<file path="src/rtl/hbi_pkg.sv">
package hbi_pkg;
  // sampled copies of the control pins
  typedef struct packed {
    logic cs_n;
    logic strb_n;
    logic dir;
    logic ale;
  } pins_t;

  // decoded bus events for one clock cycle
  typedef struct packed {
    logic wr_pulse;
    logic rd_active;
    logic rd_end;
    logic ale_rise;
  } bus_evt_t;

  localparam pins_t PINS_IDLE = '{cs_n: 1'b1, strb_n: 1'b1, dir: 1'b1, ale: 1'b0};
endpackage

</file>
<file path="src/rtl/hbi_pin_sample.sv">
module hbi_pin_sample
  import hbi_pkg::*;
#(
  parameter int unsigned ADDR_W = 5,
  parameter int unsigned DATA_W = 8
) (
  input  logic              clk,
  input  logic              rst_n,
  input  pins_t             pins_i,
  input  logic [ADDR_W-1:0] addr_i,
  input  logic [DATA_W-1:0] bus_i,
  output pins_t             cur_o,
  output pins_t             prev_o,
  output logic [ADDR_W-1:0] addr_o,
  output logic [DATA_W-1:0] bus_o
);
  pins_t             cur_q, prev_q;
  logic [ADDR_W-1:0] addr_q;
  logic [DATA_W-1:0] bus_q;

  always_ff @(posedge clk or negedge rst_n) begin
    if (!rst_n) begin
      cur_q  <= PINS_IDLE;
      prev_q <= PINS_IDLE;
      addr_q <= '0;
      bus_q  <= '0;
    end else begin
      cur_q  <= pins_i;
      prev_q <= cur_q;
      addr_q <= addr_i;
      bus_q  <= bus_i;
    end
  end

  assign cur_o  = cur_q;
  assign prev_o = prev_q;
  assign addr_o = addr_q;
  assign bus_o  = bus_q;
endmodule

</file>
<file path="src/rtl/hbi_strobe_dec.sv">
module hbi_strobe_dec
  import hbi_pkg::*;
(
  input  logic     enable_i,
  input  logic     moto_i,
  input  pins_t    cur_i,
  input  pins_t    prev_i,
  output bus_evt_t evt_o
);
  logic cs_ok, strb_rise, dir_rise;

  always_comb begin
    cs_ok     = enable_i & ~cur_i.cs_n;
    strb_rise = cur_i.strb_n & ~prev_i.strb_n;
    dir_rise  = cur_i.dir & ~prev_i.dir;
    evt_o     = '0;
    if (moto_i) begin
      evt_o.wr_pulse  = cs_ok & strb_rise & ~cur_i.dir;
      evt_o.rd_active = cs_ok & ~cur_i.strb_n & cur_i.dir;
      evt_o.rd_end    = cs_ok & strb_rise & cur_i.dir;
    end else begin
      evt_o.wr_pulse  = cs_ok & dir_rise;
      evt_o.rd_active = cs_ok & ~cur_i.strb_n;
      evt_o.rd_end    = cs_ok & strb_rise;
    end
    evt_o.ale_rise = enable_i & cur_i.ale & ~prev_i.ale;
  end
endmodule

</file>
<file path="src/rtl/hbi_addr_latch.sv">
module hbi_addr_latch #(
  parameter int unsigned ADDR_W = 5
) (
  input  logic              clk,
  input  logic              rst_n,
  input  logic              direct_i,
  input  logic              ale_rise_i,
  input  logic [ADDR_W-1:0] bus_low_i,
  input  logic [ADDR_W-1:0] addr_pins_i,
  output logic [ADDR_W-1:0] addr_o
);
  logic [ADDR_W-1:0] lat_q, lat_d;
  logic              lat_en;

  always_comb begin
    lat_en = ale_rise_i & ~direct_i;
    lat_d  = lat_en ? bus_low_i : lat_q;
  end

  always_ff @(posedge clk or negedge rst_n) begin
    if (!rst_n) lat_q <= '0;
    else        lat_q <= lat_d;
  end

  assign addr_o = direct_i ? addr_pins_i : lat_q;
endmodule

</file>
<file path="src/rtl/hbi_regfile.sv">
module hbi_regfile #(
  parameter int unsigned ADDR_W = 5,
  parameter int unsigned DATA_W = 8
) (
  input  logic              clk,
  input  logic              rst_n,
  input  logic              wr_pulse_i,
  input  logic              rd_end_i,
  input  logic [ADDR_W-1:0] addr_i,
  input  logic [DATA_W-1:0] wdata_i,
  input  logic [DATA_W-1:0] cond_i,
  output logic [DATA_W-1:0] rdata_o,
  output logic [DATA_W-1:0] flags_o,
  output logic              chg_any_o,
  output logic              irq_o
);
  localparam int unsigned NREG     = 1 << ADDR_W;
  localparam int unsigned LOC_LIVE = 0;
  localparam int unsigned LOC_FLAG = 1;
  localparam int unsigned LOC_MASK = 2;
  localparam int unsigned FIRST_RW = LOC_MASK;

  logic [DATA_W-1:0] store [NREG];
  logic [DATA_W-1:0] cond_s_q, cond_p_q, flag_q, flag_d, chg;
  logic              clr;

  for (genvar i = 0; i < NREG; i++) begin : g_loc
    if (i < FIRST_RW) begin : g_ro
      assign store[i] = '0;
    end else begin : g_rw
      logic we;
      assign we = wr_pulse_i && (addr_i == ADDR_W'(i));
      always_ff @(posedge clk or negedge rst_n) begin
        if (!rst_n)  store[i] <= '0;
        else if (we) store[i] <= wdata_i;
      end
    end
  end

  always_comb begin
    chg    = cond_s_q ^ cond_p_q;
    clr    = rd_end_i && (addr_i == ADDR_W'(LOC_FLAG));
    flag_d = (flag_q & ~{DATA_W{clr}}) | chg;
  end

  always_ff @(posedge clk or negedge rst_n) begin
    if (!rst_n) begin
      cond_s_q <= '0;
      cond_p_q <= '0;
      flag_q   <= '0;
    end else begin
      cond_s_q <= cond_i;
      cond_p_q <= cond_s_q;
      flag_q   <= flag_d;
    end
  end

  always_comb begin
    if (addr_i == ADDR_W'(LOC_LIVE))      rdata_o = cond_s_q;
    else if (addr_i == ADDR_W'(LOC_FLAG)) rdata_o = flag_q;
    else                                  rdata_o = store[addr_i];
  end

  assign flags_o   = flag_q;
  assign chg_any_o = |chg;
  assign irq_o     = |(flag_q & store[LOC_MASK]);
endmodule

</file>
<file path="src/rtl/hbi_host_port.sv">
module hbi_host_port
  import hbi_pkg::*;
#(
  parameter int unsigned ADDR_W = 5,
  parameter int unsigned DATA_W = 8
) (
  input  logic              clk,
  input  logic              rst_n,
  input  logic              sel_serial,
  input  logic              sel_direct,
  input  logic              sel_moto,
  input  logic              cs_n,
  input  logic              strb_n,
  input  logic              dir,
  input  logic              ale,
  input  logic [ADDR_W-1:0] addr_i,
  input  logic [DATA_W-1:0] bus_i,
  output logic [DATA_W-1:0] bus_o,
  output logic              bus_oe,
  input  logic [DATA_W-1:0] cond_i,
  output logic              irq_oe
);
  logic [1:0]        rs_q;
  logic              rst_sync_n;
  pins_t             pins, cur, prev;
  bus_evt_t          evt;
  logic [ADDR_W-1:0] addr_s, addr_eff;
  logic [DATA_W-1:0] bus_s, rdata, flags;
  logic              chg_any;

  // asynchronous assertion, synchronous release
  always_ff @(posedge clk or negedge rst_n) begin
    if (!rst_n) rs_q <= 2'b00;
    else        rs_q <= {rs_q[0], 1'b1};
  end
  assign rst_sync_n = rs_q[1];

  assign pins = '{cs_n: cs_n, strb_n: strb_n, dir: dir, ale: ale};

  hbi_pin_sample #(.ADDR_W(ADDR_W), .DATA_W(DATA_W)) u_sample (
    .clk(clk), .rst_n(rst_sync_n), .pins_i(pins), .addr_i(addr_i), .bus_i(bus_i),
    .cur_o(cur), .prev_o(prev), .addr_o(addr_s), .bus_o(bus_s)
  );

  hbi_strobe_dec u_dec (
    .enable_i(~sel_serial), .moto_i(sel_moto), .cur_i(cur), .prev_i(prev), .evt_o(evt)
  );

  hbi_addr_latch #(.ADDR_W(ADDR_W)) u_alat (
    .clk(clk), .rst_n(rst_sync_n), .direct_i(sel_direct), .ale_rise_i(evt.ale_rise),
    .bus_low_i(bus_s[ADDR_W-1:0]), .addr_pins_i(addr_s), .addr_o(addr_eff)
  );

  hbi_regfile #(.ADDR_W(ADDR_W), .DATA_W(DATA_W)) u_regs (
    .clk(clk), .rst_n(rst_sync_n), .wr_pulse_i(evt.wr_pulse), .rd_end_i(evt.rd_end),
    .addr_i(addr_eff), .wdata_i(bus_s), .cond_i(cond_i), .rdata_o(rdata),
    .flags_o(flags), .chg_any_o(chg_any), .irq_o(irq_oe)
  );

  assign bus_oe = evt.rd_active;
  assign bus_o  = evt.rd_active ? rdata : '0;
endmodule

</file>
<file path="config.mk">
export PLATFORM = sky130hd
export DESIGN_NAME = hbi_host_port
export DESIGN_NICKNAME = d
export VERILOG_FILES = /design/src/rtl/hbi_pkg.sv /design/src/rtl/hbi_pin_sample.sv /design/src/rtl/hbi_strobe_dec.sv /design/src/rtl/hbi_addr_latch.sv /design/src/rtl/hbi_regfile.sv /design/src/rtl/hbi_host_port.sv
export SDC_FILE = /design/constraint.sdc
export NUM_CORES = 1
export LEC_CHECK = 0
export CAP_MARGIN = 15
export CORE_AREA = 2 2 178 128
export CTS_CLUSTER_DIAMETER = 100
export DETAILED_ROUTE_END_ITERATION = 6
export DIE_AREA = 0 0 180 130
export PLACE_DENSITY = 0.85
export SYNTH_ARGS = -nofsm -noshare
export SYNTH_HDL_FRONTEND = slang
export SYNTH_SLANG_ARGS = --single-unit
</file>
<file path="constraint.sdc">
create_clock -name clk -period 15.7 [get_ports clk]
set_input_delay 1.57 -clock clk [delete_from_list [all_inputs] [get_ports clk]]
set_output_delay 1.57 -clock clk [all_outputs]
set_load 0.01 [all_outputs]
</file>
Yosys cells after proc, flatten, opt, wreduce, memory -nomap -nowiden

Cells that the tools add are included.

Memory bits (writable): 0
Bits of input ports: 30
Bits in read-only memories: 0
Latch bits: 0
Bits in registers: 291
Memories kept: 0

Shifts and indexed selects: 0
Bitwise operators: 26
Equality and inequality tests: 31
Multiplexer cells: 8
$add $sub $neg: 0
Reductions and logical operators: 33
Multipliers: 0
$lt $le $gt $ge: 1
Divide/modulo/power cells: 0

Operators by type and width:

| cell                                                                   | number |
|---|---|
| 5-bit equality test (second input constant)                            | 16 |
| 8-bit binary-select mux with 5-bit select                              | 1 |
| 5-bit by 4-bit equality test with 1-bit output (second input constant) | 8 |
| 8-bit 2-to-1 mux                                                       | 5 |
| 1-bit logical AND                                                      | 31 |
| 5-bit by 3-bit equality test with 1-bit output (second input constant) | 4 |
| 8-bit AND                                                              | 2 |
| 1-bit AND                                                              | 12 |
| 5-bit by 2-bit equality test with 1-bit output (second input constant) | 2 |
| 1-bit NOT                                                              | 8 |
| 8-bit NOT                                                              | 1 |
| 8-bit OR                                                               | 1 |
| 8-bit OR reduction                                                     | 1 |
| 8-bit XOR                                                              | 1 |
| 6-bit >= comparator (second input constant)                            | 1 |
| 5-bit NOT with 6-bit output                                            | 1 |
| 5-bit by 1-bit equality test with 1-bit output (second input constant) | 1 |
| 5-bit logical NOT                                                      | 1 |
| 5-bit 2-to-1 mux                                                       | 1 |
| 3-bit 2-to-1 mux                                                       | 1 |

Depth between registers and ports, before layout

Gate-level depths: netlist of the first run.

Depth after elaboration: 9
Gate-level depth with buffers: 8
Gate-level depth less buffers: 6

Hierarchy

A second synthesis of the first run with hierarchy kept.

Cells, all modules: 870
Area total of the unflattened synthesis: 13117.6 um^2

Modules (own cells, without submodules):

| module         | times used | area each (um^2) | cells an instance | sequential area each (um^2) |
|---|---|---|---|---|
| hbi_regfile    | 1          | 12125.4          | 811               | 6606.3 |
| hbi_pin_sample | 1          | 533.0            | 21                | 533.0 |
| hbi_addr_latch | 1          | 281.5            | 17                | 125.1 |
| hbi_host_port  | 1          | 107.6            | 12                | 50.0 |
| hbi_strobe_dec | 1          | 70.1             | 9                 | 0.0 |

Worst setup path after synthesis of the first run

No wires, ideal clock.

Path type: input to output
From: input sel_direct
To: output bus_o[4]
Setup slack: 10.948 ns
Cell stages on the path: 8
Data required time: 14.130 ns
Arrival: 3.182 ns
Path buffers: 2
Cell sequence: buf_6 > nand2_1 > a2bb2oi_2 > buf_2 > o22ai_1 > o21ai_0 > nand4_1 > a221oi_1

Cells in the longest elaborated chain, start to end: 8
Elaborated cells on any way between the ends: 10

RTL lines:

| item                                                 | RTL line             | text |
|---|---|---|
| start: declaration                                   | hbi_host_port.sv:10  | `input logic sel_direct,` |
| 5-bit 2-to-1 mux (*)                                 | hbi_addr_latch.sv:25 | `assign addr_o = direct_i ? addr_pins_i : lat_q;` |
| 5-bit NOT with 6-bit output (not written as such)    | hbi_regfile.sv:61    | `else rdata_o = store[addr_i];` |
| 8-bit binary-select mux with 5-bit select            | hbi_regfile.sv:61    |  |
| 8-bit 2-to-1 mux (not written as such) (2 in series) | hbi_regfile.sv:61    |  |
| 8-bit 2-to-1 mux                                     | hbi_regfile.sv:60    | `else if (addr_i == ADDR_W'(LOC_FLAG)) rdata_o = flag_q;` |
| 8-bit 2-to-1 mux (*)                                 | hbi_regfile.sv:59    | `if (addr_i == ADDR_W'(LOC_LIVE)) rdata_o = cond_s_q;` |
| 8-bit 2-to-1 mux (*)                                 | hbi_host_port.sv:61  | `assign bus_o = evt.rd_active ? rdata : '0;` |
| end: declaration                                     | hbi_host_port.sv:18  | `output logic [DATA_W-1:0] bus_o,` |

Mark *: on every way between the ends. The rest lies on a longest branch, timed or not. The select of a mux whose other input is x is not followed.

Final worst setup path of the first run

From: input sel_direct
To: output bus_o[2]

Same word-level chain as after synthesis.

==> impl_metrics.tcl, run 1 <==
set metrics [dict create \
    timing.critical_path.from "sel_direct" \
    postCtsSetupBuffers 0 \
    worst-endpoint-arrival_ns 6.26 \
    post_cts.resized_instances 0 \
    kind_of_path_behind_the_tightest_hold_check "reg2async" \
    cts_max_path_buffers 3 \
    synthesis.yosys.warnings 0 \
    clk_latency_ns 0.54 \
    design.core.area_sq_um 21900 \
    drt-initial-drc-count 1085 \
    fmax_mhz 128 \
    grt_first_pass_wirelength_microns 50600 \
    tritoncts.num_buffers 27 \
    post-route-drc-count 0 \
    synth_ff_type "sky130_fd_sc_hd__dfrtp_1" \
    finalWeightedCongestion 0.908 \
    ctsHoldBuffers 0 \
    synthMuxAreaShare 0.225 \
    synthXorXnorAreaFrac 0.00547 \
    h-tree-depth 1 \
    cts_root_buffer "sky130_fd_sc_hd__clkbuf_16" \
    grt_start_max_net_pins 175 \
    dr.pass1.iters 5 \
    dp_cells 1206 \
    critPathMaxFanout 39 \
    port-buffer-count 39 \
    sequential_cell_area_sq_um 7290 \
    fillCellCount 1471 \
    status "complete, no violations" \
    ios 40 \
    num_antenna_cells 0 \
    synth_sequential_area_ratio 0.569 \
    synthTopCellsByArea "sky130_fd_sc_hd__dfrtp_1, sky130_fd_sc_hd__mux2_2, sky130_fd_sc_hd__o22ai_1" \
    largest_family_of_logic_cells_by_synthesized_area "multiplexers" \
    initial_utilization 0.585 \
    timing_worst_slew_pin_value_ns 1.18 \
    synth_seq_cells 291 \
    synth-simple-area-share 0.0551 \
    cts_tree "built" \
    period_minus_slack_ns 7.83 \
    post_route_cells_drive_above_1_share 0.364 \
    synth.distinct_cells 55 \
    timing.setup.tns_ns 0 \
    nets 984 \
    synthTopCellsByCount "sky130_fd_sc_hd__dfrtp_1, sky130_fd_sc_hd__mux2_2, sky130_fd_sc_hd__o22ai_1" \
    setup_repair_after_global_routing_missed_its_margin "no" \
    design.die.area_sq_um 23400 \
    post-synth-top-area-fraction 0.558 \
    fp-row-count 46 \
    peakVddDrop_uv 102 \
    die-height_microns 130 \
    dr_total_vias 8543 \
    synth-async-reset-ratio 1.00 \
    logic_depth_of_the_worst_register_to_register_path 5 \
    avgSynthCellArea_sq_um 13.8 \
    hold_viol 0 \
    stdcell_count 1262 \
    synth.cell_area_sq_um 12800 \
    clock-sinks 291 \
    grt_util_all_layers 0.279 \
    critPathCaptureType "output port" \
    synth_enable_flop_cells 0 \
    via_count_of_the_first_global_routing_pass 8603 \
    netlist.top_cell.by_area "sky130_fd_sc_hd__dfrtp_1" \
    viasPerCell 6.77 \
    critical_path_required_ns 14.13 \
    final.setup_skew_ns 0.0186 \
    syn-num-nets 962 \
    max-cap-violations 0 \
    total_half_perimeter_wirelength_after_legalization_and_detailed_placement_microns 20100 \
    r2r_start "u_alat.lat_q[1]" \
    synth.most_common_cell "sky130_fd_sc_hd__dfrtp_1" \
    timing.final.crit_share 0.499 \
    setup_violations 0 \
    number_of_antenna_violations_at_the_first_check_in_global_routing 2 \
    post_drt_wl_per_cell_microns 26.2 \
    clkTransAtPathRegs_ns 0.06 \
    maxSlewViolCount 0 \
    detail-route-antenna-nets 0 \
    power-per-cell-area_nw_per_um2 121 \
    synthCells 932 \
    multi_input_area_sq_um 5260 \
    complex_gate_fraction_of_the_synthesized_area 0.122 \
    global_route_overflow 0 \
    totalWireLength_microns 33100 \
    area_growth_pct 12.6 \
    total_leakage_power_nw 6.58 \
    chipWidth_microns 180 \
    timing.max_slew.rel_slack 0.214 \
    post_synth_fa_ha_maj_area_fraction 0 \
    critPathLaunchType "input pin" \
    timing_worst_setup_path_type "in2out" \
]
==> sequential cells by signal, summed over array words and instances, names as in the netlist, 4 cells and up <==
signal           cells
u_sample.bus_o       8
u_regs.flags_o       8
u_regs.store       240
u_sample.addr_o      5
u_alat.lat_q         5
u_regs.cond_s_q      8
u_regs.cond_p_q      8
u_sample.cur_o       4
==> cells by family (layout without fill, tap and decap cells) <==
| logic type | Yosys count | in the layout |
|---|---|---|
| multiplexers | 249 | 249 |
| buffers and inverters | 68 | 110 |
| XOR/XNOR | 8 | 8 |
| flip-flops | 291 | 291 |
| other | 1 | 1 |
| AO/OA/AOI/OAI | 232 | 232 |
| AND/OR/NAND/NOR | 83 | 83 |
==> critical path, stage by stage <==
cell and delay (ns):
sky130_fd_sc_hd__clkdlybuf4s50_1 1.07, sky130_fd_sc_hd__nor2_1 0.28, sky130_fd_sc_hd__a22oi_4 0.97, sky130_fd_sc_hd__buf_4 0.58, sky130_fd_sc_hd__o22ai_1 0.16, sky130_fd_sc_hd__o21ai_0 0.27
sky130_fd_sc_hd__a41oi_1 0.23, sky130_fd_sc_hd__a211oi_1 0.44, sky130_fd_sc_hd__clkdlybuf4s50_1 0.64
==> area by class of cell <==
type / instances / area share
clock inverters: 9 / 0.00754
multi-input cells: 573 / 0.364
inverters: 7 / 0.00182
repair buffers: 54 / 0.0430
well taps: 288 / 0.0250
clock buffers: 40 / 0.0536
flip-flops and latches: 291 / 0.505
==> power by group <==
part | leakage (nW) | switching [W] | internal (W)
Combinational | 2.27 | 0.000152 | 0.0000991
Sequential | 3.89 | 0.0000423 | 0.000793
Clock | 0.419 | 0.000283 | 0.000375
==> path summary, 6_finish.rpt <==
check	to	slack [ns]
min in group clk	rs_q[1]	0.35
worst min-delay path	u_regs.store[80]	0.34
worst min register to register	u_regs.store[80]	0.34
max in group asynchronous	u_regs.store[57]	13.15
worst max-delay path	bus_o[2]	7.87
worst max register to register	u_regs.store[210]	12.65
==> placed cells by master (no fill, tap or decap), types with 4 or more instances in the layout <==
cell	netlist	layout
sky130_fd_sc_hd__dfrtp_1	286	285
sky130_fd_sc_hd__a221oi_1	5	5
sky130_fd_sc_hd__a21oi_1	6	6
sky130_fd_sc_hd__clkdlybuf4s50_1	0	39
sky130_fd_sc_hd__o22a_1	7	7
sky130_fd_sc_hd__o22ai_1	109	109
sky130_fd_sc_hd__buf_16	0	5
sky130_fd_sc_hd__nor2_4	26	26
sky130_fd_sc_hd__a21o_1	8	8
sky130_fd_sc_hd__a22oi_1	4	4
sky130_fd_sc_hd__clkbuf_8	0	5
sky130_fd_sc_hd__a221o_1	7	7
sky130_fd_sc_hd__inv_1	7	7
sky130_fd_sc_hd__mux2_2	228	228
sky130_fd_sc_hd__dfstp_2	5	5
sky130_fd_sc_hd__xor2_1	8	8
sky130_fd_sc_hd__clkinvlp_4	0	4
sky130_fd_sc_hd__nor2_1	8	8
sky130_fd_sc_hd__o21ai_0	61	61
sky130_fd_sc_hd__nand2_1	7	7
sky130_fd_sc_hd__buf_4	3	7
sky130_fd_sc_hd__mux2_4	17	17
sky130_fd_sc_hd__clkbuf_16	0	27
sky130_fd_sc_hd__nand4_1	14	14
sky130_fd_sc_hd__clkbuf_1	37	8
==> metal layers <==
metal,vias up,share of wire,GRT usage
li1,3569,-,-
met4,2,0.022,0.0832
met3,69,0.10,0.0896
met1,4406,0.43,0.405
met5,-,0.00021,0
met2,497,0.44,0.406
==> per-stage QoR <==
step	total power, W	cell area [sq um]	util	hold slack [ns]	worst slack (ns)
global route	0.00180	14400	0.658	0.357	7.67
finish	0.00174	14400	0.658	0.339	7.87
detailed placement	0.00108	13400	0.611	0.341	8.08
floorplan	0.000999	12800	-	0.331	7.00
global placement	0.00107	13400	0.611	0.337	8.18
CTS	0.00174	14300	0.651	0.357	7.95
(Power assumes the default switching activity.)
==> run 2: changes to the inputs <==
==> constraint.sdc (replaced) <==
create_clock -name clk -period 8 [get_ports clk]
set_input_delay 0.8 -clock clk [delete_from_list [all_inputs] [get_ports clk]]
set_output_delay 0.8 -clock clk [all_outputs]
set_load 0.01 [all_outputs]
==> run 2 against run 1 <==
Total power increased by 110%. Register-to-register slack got worse by 7.8 ns. Hold slack improved by 0.0098 ns. Sequential power increased by 96%. Routed wire length decreased by 0.33%. Sequential share of layout area decreased by 0.37 points. Sequential cell count unchanged. Die area unchanged. Clock power increased by 120%. Critical endpoint is now bus_o[7]. Largest cell class unchanged. Highest routed layer is now met4.
==> impl_metrics.tcl, run 2 (synthesis results as in run 1) <==
set metrics [dict create \
    initial_utilization 0.585 \
    dr.pass1.iters 5 \
    h-tree-depth 1 \
    critPathCaptureType "output port" \
    layout_commonest_cell "sky130_fd_sc_hd__dfrtp_1" \
    viasPerCell 6.81 \
    critical_path.top_delay_family "buffers and inverters" \
    num_antenna_cells 0 \
    registers.top_by_ff_count "u_regs.store" \
    global_route_overflow 0 \
    r2r_start "u_alat.lat_q[2]" \
    worst_path_max_delay_cell "sky130_fd_sc_hd__clkdlybuf4s50_1" \
    ff2ff_setup_slack_ns 4.88 \
    max_ffs_per_register 240 \
    post_cts.resized_instances 0 \
    critical_path_required_ns 7.20 \
    clock-sinks 291 \
    kind_of_path_behind_the_tightest_hold_check "reg2reg" \
    timing.setup.tns_ns 0 \
    grt_util_all_layers 0.282 \
    post-route-drc-count 0 \
    grt_first_pass_wirelength_microns 51100 \
    cts_max_path_buffers 3 \
    peakVddDrop_uv 170 \
    number_of_antenna_violations_at_the_first_check_in_global_routing 0 \
    worst-endpoint-arrival_ns 5.28 \
    critPathLaunchType "input pin" \
    design.core.area_sq_um 21900 \
    timing.critical_path.slowest_cell_delay_ns 1.14 \
    clk_latency_ns 0.53 \
    detail-route-antenna-nets 0 \
    timing_worst_slew_pin_value_ns 1.20 \
    cp.buffers_inverters 3 \
    die-height_microns 130 \
    setup_repair_after_global_routing_missed_its_margin "no" \
    fmax_mhz 165 \
    ctsHoldBuffers 0 \
    postCtsSetupBuffers 0 \
    via_count_of_the_first_global_routing_pass 8549 \
    cts_tree "built" \
    worst_hold_slack_ns 0.348 \
    power-per-cell-area_nw_per_um2 247 \
    logic_depth_of_the_worst_register_to_register_path 5 \
    design.die.area_sq_um 23400 \
    post-route-cell-area_sq_um 14500 \
    critPathMaxFanout 32 \
    max-cap-violations 0 \
    drt-initial-drc-count 965 \
    tritoncts.num_buffers 27 \
    fp-row-count 46 \
    timing_worst_setup_path_type "in2out" \
    crit_path_cell_trace "clkdlybuf4s50_1 -> nor2_1 -> a22oi_4 -> buf_4 -> o22ai_1 -> o21ai_0 -> nand4_1 -> a211oi_1 -> clkdlybuf4s50_1" \
    total_half_perimeter_wirelength_after_legalization_and_detailed_placement_microns 20200 \
    grt_start_max_net_pins 169 \
    hold_crit_depth 0 \
    timing.final.crit_share 0.760 \
    status "complete, no violations" \
    r2r-end "u_regs.store[2]" \
    hold_viol 0 \
    cts_root_buffer "sky130_fd_sc_hd__clkbuf_16" \
    period_minus_slack_ns 6.08 \
    layout_common_cells "sky130_fd_sc_hd__dfrtp_1, sky130_fd_sc_hd__mux2_2, sky130_fd_sc_hd__o22ai_1" \
    final.setup_skew_ns 0.00791 \
    post_route_cells_drive_above_1_share 0.371 \
    ios 40 \
    fillCellCount 1485 \
    setup_violations 0 \
    post_drt_wl_per_cell_microns 26.1 \
    totalWireLength_microns 33000 \
    min-delay-start "rs_q[0]" \
    critical-path-top-cell-by-count "sky130_fd_sc_hd__clkdlybuf4s50_1" \
    sequential_cell_area_sq_um 7290 \
    timing.hold.worst_endpoint "rs_q[1]" \
    finalCoreUtilization 0.663 \
    dpl-instance-area_sq_um 13400 \
    area_growth_pct 13.4 \
    dr_total_vias 8607 \
    timing.max_slew.rel_slack 0.198 \
    clkTransAtPathRegs_ns 0.06 \
    multi_input_area_sq_um 5260 \
    nets 986 \
    chipWidth_microns 180 \
    port-buffer-count 39 \
    finalWeightedCongestion 0.866 \
    maxSlewViolCount 0 \
    total_leakage_power_nw 6.65 \
]
## run 2: changes by cell type in the layout (fill, tap and decap cells not counted), sizes merged
| cell | before | now |
|---|---|---|
| bufinv | 2 | 8 |
| clkinv | 3 | 6 |
| clkinvlp | 4 | 2 |
| buf | 14 | 16 |
| clkbuf | 41 | 34 |
## run 2: worst max path at each step
stage	startpoint	end	slack, ns	cells after the start
floorplan	rs_q[1]	u_alat.lat_q[0]	3.24	0
global placement	sel_direct	bus_o[7]	2.19	9
detailed placement	sel_direct	bus_o[7]	2.05	10
CTS	sel_direct	bus_o[7]	2.05	9
global route	sel_direct	bus_o[7]	1.73	9
finish	sel_direct	bus_o[7]	1.92	9
## run 2: final cells by class
| cell class | count | share of cell area |
|---|---|---|
| Timing Repair Buffer | 56 | 0.0410 |
| Inverter | 7 | 0.00181 |
| Clock buffer | 33 | 0.0501 |
| Sequential cell | 291 | 0.501 |
| Clock inverter | 16 | 0.0196 |
| Tap cell | 288 | 0.0248 |
| Multi-Input combinational cell | 573 | 0.361 |
## run 2: power breakdown
part | total (W) | internal (W) | switching (W)
Clock | 0.00147 | 0.000905 | 0.000564
Sequential | 0.00164 | 0.00156 | 0.0000842
Combinational | 0.000490 | 0.000195 | 0.000295
Total | 0.00360 | 0.00265 | 0.000943
## run 2: per-layer routing
layer,track usage,up-vias,part of all wire
met4,0.0890,0,0.028
met5,0,-,0
met1,0.411,4482,0.44
met3,0.0781,81,0.096
met2,0.417,453,0.43
li1,-,3591,-
## run 2: per-stage QoR
step           total power (W)  instances  worst slack, ns
3_5_place_dp           0.00213       1210             2.05
2_1_floorplan          0.00196        932             3.24
4_1_cts                0.00358       1259             2.05
5_1_grt                0.00370       1264             1.73
6_report               0.00360       1264             1.92
3_3_place_gp           0.00211       1210             2.19
## run 2: worst reg2reg max path, cell delays in order (launching register included)
cell	delay, ns
sky130_fd_sc_hd__dfrtp_1	0.49
sky130_fd_sc_hd__nor2b_1	0.30
sky130_fd_sc_hd__a32o_1	0.90
sky130_fd_sc_hd__nand2_1	0.50
sky130_fd_sc_hd__nor2_4	0.43
sky130_fd_sc_hd__mux2_2	0.39
